[src/rtl/ubc_pkg.sv]
package ubc_pkg;
    typedef enum logic [2:0] {
        OP_HOLD  = 3'd0,
        OP_CLEAR = 3'd1,
        OP_LOAD  = 3'd2,
        OP_INC   = 3'd3,
        OP_DEC   = 3'd4
    } ubc_op_e;
endpackage

[src/rtl/ubc_op_decode.sv]
module ubc_op_decode
    import ubc_pkg::*;
(
    input  logic    srst_n,
    input  logic    sel_n,
    input  logic    load_n,
    input  logic    cnt_en_p_n,
    input  logic    cnt_en_t_n,
    input  logic    up,
    output ubc_op_e op
);
    // Priority: synchronous clear, then load, then the count enables.
    always_comb begin
        if (!srst_n)
            op = OP_CLEAR;
        else if (!sel_n && !load_n)
            op = OP_LOAD;
        else if (cnt_en_p_n || cnt_en_t_n)
            op = OP_HOLD;
        else if (up)
            op = OP_INC;
        else
            op = OP_DEC;
    end
endmodule

[src/rtl/ubc_count_reg.sv]
module ubc_count_reg
    import ubc_pkg::*;
#(
    parameter int WIDTH = 8
) (
    input  logic             clk,
    input  logic             rst_an,
    input  ubc_op_e          op,
    input  logic [WIDTH-1:0] din,
    output logic [WIDTH-1:0] count_q
);
    typedef struct packed {
        logic [WIDTH-1:0] count;
    } cnt_state_t;

    cnt_state_t st_d, st_q;

    always_comb begin
        st_d = st_q;
        unique case (op)
            OP_CLEAR: st_d.count = '0;
            OP_LOAD:  st_d.count = din;
            OP_INC:   st_d.count = st_q.count + WIDTH'(1);
            OP_DEC:   st_d.count = st_q.count - WIDTH'(1);
            default:  st_d = st_q;
        endcase
    end

    always_ff @(posedge clk or negedge rst_an) begin
        if (!rst_an)
            st_q <= '0;
        else
            st_q <= st_d;
    end

    assign count_q = st_q.count;
endmodule

[src/rtl/ubc_tc_detect.sv]
module ubc_tc_detect #(
    parameter int WIDTH = 8
) (
    input  logic [WIDTH-1:0] count,
    input  logic             up,
    input  logic             cnt_en_t_n,
    output logic             tc_n
);
    localparam logic [WIDTH-1:0] TOP_VAL = {WIDTH{1'b1}};

    logic at_end;

    always_comb begin
        at_end = up ? (count == TOP_VAL) : (count == '0);
        tc_n   = !(at_end && !cnt_en_t_n);
    end
endmodule

[src/rtl/ubc_bus_gate.sv]
module ubc_bus_gate #(
    parameter int WIDTH = 8
) (
    input  logic             sel_n,
    input  logic             load_n,
    input  logic             oe_n,
    input  logic [WIDTH-1:0] count,
    output logic [WIDTH-1:0] bus_out,
    output logic             bus_oe
);
    // Driving during a load is never allowed: load_n low forces release.
    always_comb begin
        bus_oe  = !sel_n && load_n && !oe_n;
        bus_out = bus_oe ? count : '0;
    end
endmodule

[src/rtl/updn_bus_counter.sv]
module updn_bus_counter
    import ubc_pkg::*;
#(
    parameter int WIDTH = 8
) (
    input  logic             clk,
    input  logic             rst_an,
    input  logic             srst_n,
    input  logic             sel_n,
    input  logic             load_n,
    input  logic             cnt_en_p_n,
    input  logic             cnt_en_t_n,
    input  logic             up,
    input  logic             oe_n,
    input  logic [WIDTH-1:0] bus_in,
    output logic [WIDTH-1:0] bus_out,
    output logic             bus_oe,
    output logic             tc_n
);
    localparam logic [WIDTH-1:0] TOP_VAL = {WIDTH{1'b1}};

    ubc_op_e          op;
    logic [WIDTH-1:0] count_q;
    logic             load_req;

    assign load_req = !sel_n && !load_n;

    ubc_op_decode u_decode (
        .srst_n     (srst_n),
        .sel_n      (sel_n),
        .load_n     (load_n),
        .cnt_en_p_n (cnt_en_p_n),
        .cnt_en_t_n (cnt_en_t_n),
        .up         (up),
        .op         (op)
    );

    ubc_count_reg #(.WIDTH(WIDTH)) u_count (
        .clk     (clk),
        .rst_an  (rst_an),
        .op      (op),
        .din     (bus_in),
        .count_q (count_q)
    );

    ubc_tc_detect #(.WIDTH(WIDTH)) u_tc (
        .count      (count_q),
        .up         (up),
        .cnt_en_t_n (cnt_en_t_n),
        .tc_n       (tc_n)
    );

    ubc_bus_gate #(.WIDTH(WIDTH)) u_bus (
        .sel_n   (sel_n),
        .load_n  (load_n),
        .oe_n    (oe_n),
        .count   (count_q),
        .bus_out (bus_out),
        .bus_oe  (bus_oe)
    );

    p_sync_clear_r2: assert property (@(posedge clk) disable iff (!rst_an)
        !srst_n |=> count_q == '0);

    p_load_r3: assert property (@(posedge clk) disable iff (!rst_an)
        (srst_n && load_req) |=> count_q == $past(bus_in));

    p_hold_r5: assert property (@(posedge clk) disable iff (!rst_an)
        (srst_n && !load_req && (cnt_en_p_n || cnt_en_t_n)) |=> $stable(count_q));

    p_step_r7: assert property (@(posedge clk) disable iff (!rst_an)
        (srst_n && !load_req && !cnt_en_p_n && !cnt_en_t_n && up)
        |=> count_q == WIDTH'($past(count_q) + WIDTH'(1)));

    p_wrap_after_tc_r8: assert property (@(posedge clk) disable iff (!rst_an)
        (!tc_n && srst_n && !load_req && !cnt_en_p_n)
        |=> (count_q == '0 || count_q == TOP_VAL));

    p_bus_value_r4: assert property (@(posedge clk) disable iff (!rst_an)
        bus_oe |-> bus_out == count_q);

    p_no_drive_load_r9: assert property (@(posedge clk) disable iff (!rst_an)
        !load_n |-> !bus_oe);
endmodule

[config.mk]
export PLATFORM = sky130hd
export DESIGN_NAME = updn_bus_counter
export DESIGN_NICKNAME = d
export VERILOG_FILES = /design/src/rtl/ubc_pkg.sv /design/src/rtl/ubc_op_decode.sv /design/src/rtl/ubc_count_reg.sv /design/src/rtl/ubc_tc_detect.sv /design/src/rtl/ubc_bus_gate.sv /design/src/rtl/updn_bus_counter.sv
export SDC_FILE = /design/constraint.sdc
export NUM_CORES = 1
export LEC_CHECK = 0
export ABC_AREA = 0
export ABC_CLOCK_PERIOD_IN_PS = 1930
export BUFFER_PORTS_ARGS = -buffer_cell sky130_fd_sc_hd__buf_2
export CAP_MARGIN = 10
export CORE_ASPECT_RATIO = 1.4
export CORE_MARGIN = 5
export CORE_UTILIZATION = 40
export CTS_CLUSTER_SIZE = 20
export DETAILED_ROUTE_END_ITERATION = 10
export GPL_TIMING_DRIVEN = 0
export MAX_ROUTING_LAYER = met4
export PLACE_DENSITY = 0.66
export RECOVER_POWER = 100
export SETUP_SLACK_MARGIN = 0.15
export SLEW_MARGIN = 20
export SYNTH_ARGS = -nofsm -noshare
export SYNTH_HDL_FRONTEND = slang
export SYNTH_SLANG_ARGS = --single-unit
[constraint.sdc]
create_clock -name clk -period 1.93 [get_ports clk]
set_input_delay 0.4825 -clock clk [delete_from_list [all_inputs] [get_ports clk]]
set_output_delay 0.4825 -clock clk [all_outputs]
set_load 0.005 [all_outputs]
* Word level (Yosys, flattened, before mapping)
Index checks and enable logic that the tools add are counted.
Storage, ports and cells: register bits after elaboration 8, bits of input ports 17, word-level logic and storage cells 27
Operators by class: add/sub/neg operators 2, equal/unequal tests 5, mux-type cells 7, reduce and logical (&&, ||, !) cells 12
Operators with widths (count):
- $pmux 8 s4 | 1
- $mux 3 | 4
- $add 8x1->8 const B | 1
- $eq 8x8->1 const B | 1
- $logic_not 8->1 | 1
- $mux 8 | 1
- $sub 8x1->8 const B | 1
- $eq 3x2->1 const B | 2
- $logic_not 1->1 | 5
- $logic_and 1x1->1 | 4
- $reduce_bool 4->1 | 1
- $eq 3x1->1 const B | 1
- $eq 3x3->1 const B | 1
- $logic_or 1x1->1 | 1
- $mux 1 | 1

* Longest topological paths before layout
depth in word-level cells 6, depth in mapped cells 10, mapped depth without buffers 10

* Modules after synthesis
From an unflattened synthesis, not the netlist that was laid out.
Second synthesis, totals: cells, all modules 119, area total of the unflattened synthesis 1021.0 µm²
Modules (own cells, without submodules):
- ubc_count_reg | instances 1, cells an instance 96, area each 812.0 µm²
- ubc_bus_gate | instances 1, cells an instance 9, area each 107.6 µm²
- ubc_op_decode | instances 1, cells an instance 7, area each 51.3 µm²
- ubc_tc_detect | instances 1, cells an instance 7, area each 50.0 µm²

* Worst setup path before layout
Ideal clock, no wire load.
path type input to register, start input cnt_en_t_n, end register u_count.st_q (netlist bit u_count.count_q[7]), library setup time 79 ps, arrival 2482 ps, data required time 1851 ps, path slack -632 ps, stages on the path 10, buffers on the path 0, cells stage by stage or2_2 -> or3_1 -> inv_1 -> ha_1 -> a21o_1 -> a31o_1 -> a21oi_2 -> xnor2_1 -> o21ai_0 -> a2bb2oi_1
On the way: cells in the longest elaborated chain, start to end 6, elaborated cells between the ends (all ways) 10, classes of those cells eq/ne (4); mux (4); reduce/logical (2)
Ends and longest elaborated chain:
- start: declaration | RTL line updn_bus_counter.sv:12 | input logic cnt_en_t_n,
- $logic_or 1x1->1 * | RTL line ubc_op_decode.sv:18 | else if (cnt_en_p_n || cnt_en_t_n)
- $mux 3 * | RTL line ubc_op_decode.sv:18
- $mux 3 * | RTL line ubc_op_decode.sv:16 | else if (!sel_n && !load_n)
- $mux 3 * | RTL line ubc_op_decode.sv:14 | if (!srst_n)
- $eq 3x3->1 (tied with other cells) | RTL line ubc_count_reg.sv:20 | unique case (op)
- $pmux 8 s4 / $reduce_bool 4->1 (equally long branches)
- end signal: assignment | RTL line ubc_count_reg.sv:33 | st_q <= st_d;
- end: declaration | RTL line ubc_count_reg.sv:16 | cnt_state_t st_d, st_q;
Mark *: on every way between the ends. The rest lies on a longest branch, timed or not. A chain may end at the register's enable or synchronous reset.

* Worst setup path in the final report
start input cnt_en_p_n, end register u_count.st_q (netlist bit u_count.count_q[7])
On the way: cells in the longest elaborated chain, start to end 6, elaborated cells between the ends (all ways) 10, classes of those cells eq/ne (4); mux (4); reduce/logical (2)
Ends and longest elaborated chain:
- start: declaration | RTL line updn_bus_counter.sv:11 | input logic cnt_en_p_n,
- $logic_or 1x1->1 * | RTL line ubc_op_decode.sv:18
- $mux 3 * | RTL line ubc_op_decode.sv:18
- $mux 3 * | RTL line ubc_op_decode.sv:16
- $mux 3 * | RTL line ubc_op_decode.sv:14
- $eq 3x3->1 (tied with other cells) | RTL line ubc_count_reg.sv:20
- $pmux 8 s4 / $reduce_bool 4->1 (equally long branches)
Marks and branches as above.

==> results.json <==
{
  "slowest_delay_ns": 0.37,
  "peakVddDrop_uv": 218,
  "layout.cells.non_filler": 154,
  "slowest_stage": "or3_4",
  "hold_violations": 0,
  "initial_core_util_pct": 40.6,
  "dieArea_mm2": 0.00295,
  "grt_antenna_before_repair": 0,
  "grt_pass1_wl_mm": 3.75,
  "synth_edf_count": 0,
  "syn_inst": 96,
  "rsz0062_at_grt": "true",
  "ys.flop_type": "dfrtp_1",
  "critPathMaxFanout": 6,
  "synth.most_common_cell": "a21oi_1",
  "drv_cap": 0,
  "syn_to_final_growth_pct": 45.6,
  "status": "complete, but fails checks",
  "fin_nets": 159,
  "cts_hold_buf": 0,
  "fin_skew_ns": 0.00414,
  "worst_setup_path_end_kind": "register",
  "drive_gt1_share_pct": 44.4,
  "crit_chain": "buf_6, or2_4, or3_4, inv_8, ha_4, a21o_1, a31o_1, a21oi_2, xnor2_2, a21boi_2, a2bb2oi_1",
  "clk_latency_ns": 0.25,
  "drc": 0,
  "grt_max_degree": 10,
  "yosys.area.top_type": "dfrtp_1",
  "reg2regPathDepth": 8,
  "yosysSeqAreaShare_pct": 25.6,
  "setup_ws_ns": -0.317,
  "synth_top_cells_by_area": "dfrtp_1 26%, ha_1 9.6%, a21oi_1 6.4%",
  "dp_hpwl_mm": 1.75,
  "wl_per_cell_um": 15.3,
  "syn-num-nets": 120,
  "drtPass1Iterations": 4,
  "wl_mm": 2.35,
  "slew_headroom_pct": 72.2,
  "row_count": 19,
  "avgViaCountPerCell": 5.71,
  "setup_viol": 6,
  "hold_class": "in2async",
  "ys_seq_elements": 8,
  "cts_tree": "built",
  "period_minus_slack_ns": 2.25,
  "synth_common_cells": "10 x a21oi_1, 9 x nand2_1, 9 x nor2_1",
  "cp-start-kind": "primary input",
  "ys_types": 32,
  "p_per_area_mw_per_mm2": 477,
  "core-area_mm2": 0.00193,
  "port-buffer-count": 26,
  "synth_warnings": 0,
  "whs_ns": 0.131,
  "crit_family": "compound AO/OA/AOI/OAI gates",
  "cp_data_required_time_ns": 2.06,
  "ios": 27,
  "ant_nets": 0,
  "crit_cells": 11,
  "clock_sinks": 8,
  "synth.top_cell.area_share_pct": 25.6,
  "largest_reg_flops": 8,
  "clockRootBuffer": "clkbuf_4",
  "slew_violations": 0,
  "grt_pass1_vias": 882,
  "grt_usage_pct": 17.5,
  "grt_overflow_total": 0,
  "critical_path_class": "in2reg",
  "worstMarginPinSlew_ns": 0.416,
  "violations": "negative setup slack",
  "p_leak_nw": 0.508,
  "synthArstFlopShare_pct": 100,
  "antenna_cells": 0,
  "final_area_mm2": 0.00114,
  "placed_area_um2": 988,
  "min_period_over_period_pct": 116,
  "critPathArrivalTime_ns": 2.38,
  "die_h_um": 62.3,
  "cts_buffer_depth": 2,
  "cts.clk_slew.worst_paths_ns": 0.05,
  "gp_congestion": 0.844,
  "htree_num_levels": 1,
  "fmaxAchievable_mhz": 445,
  "vias": 880,
  "cts_buffers": 3,
  "dp_cells": 143,
  "drt_iter0_drc": 19,
  "die_w_um": 47.4,
  "avgSynthCellArea_um2": 8.15,
  "synth_area_um2": 782,
  "crit_buf_inv": 2
}
power by group:
part           internal [mW]  total, mW  switching, mW
Clock                 0.0711      0.126         0.0554
Combinational          0.103      0.204          0.101
Sequential             0.187      0.212         0.0247
Total                  0.361      0.543          0.181
cell usage in the layout (no fill, tap or decap), drive strengths merged:
cell type and instances:
buf 26, a21oi 11, clkbuf 11, nor2 9, nand2 9, and2 8
dfrtp 8, o21ai 8, ha 6, a31oi 4, xor2 3, inv 3
nor3 3, xnor2 3, or2 2, nand3 2, a21o 2, nor3b 2
or3 1, nor4 1, nand4 1, o21a 1, o311a 1, nor2b 1
o21bai 1, o2bb2ai 1, and4 1, a31o 1, a21boi 1, a2bb2oi 1
fa 1
cells by family after synthesis:
kind of cell / share of synthesized area, %
XOR/XNOR: 6.72
adder cells (fa/ha/maj): 12.2
AND/OR/NAND/NOR: 28.3
buffers and inverters: 1.44
AO/OA/AOI/OAI: 25.8
flip-flops: 25.6
stage by stage:
| stage | worst slack [ns] | util (%) | total power, mW | setup TNS [ns] |
|---|---|---|---|---|
| floorplan | -0.465 | - | 0.314 | -1.94 |
| global placement | -0.708 | 51.3 | 0.369 | -3.64 |
| detailed placement | -0.762 | 51.3 | 0.376 | -3.83 |
| CTS | -0.310 | 59.4 | 0.542 | -1.20 |
| global route | -0.397 | 59.1 | 0.577 | -1.60 |
| finish | -0.317 | 59.1 | 0.543 | -1.27 |
timing repair:
action                                  CTS  global route
gates resized for setup                  23             3
endpoints found under the setup margin   16            17
pin swaps                                21             2
setup buffers                             8             0
cell type report:
type                    count  area [um^2]
repair buffers             34          201
inverters                   3         18.8
fillers                   187          787
flip-flops and latches      8          208
well taps                  21         26.3
multi-input cells          85          662
clock buffers               3         22.5
metal layers:
metal | track usage, % | part of all wire, %
met1 | 17.7 | 35
met2 | 30.0 | 57
met3 | 2.02 | 6.0
met4 | 10.0 | 2.5
met5 | - | 0
final timing paths:
kind / slack, ns / startpoint / endpoint
max: -0.32 / cnt_en_p_n / u_count.count_q[7]
min: 0.13 / rst_an / u_count.count_q[1]
max reg2reg: 0.12 / u_count.count_q[1] / u_count.count_q[6]
min reg2reg: 0.65 / u_count.count_q[3] / u_count.count_q[3]
max in group asynchronous: 1.48 / rst_an / u_count.count_q[3]
min in group clk: 0.47 / bus_in[3] / u_count.count_q[3]
Note: power is estimated with default switching activity, not from simulation.
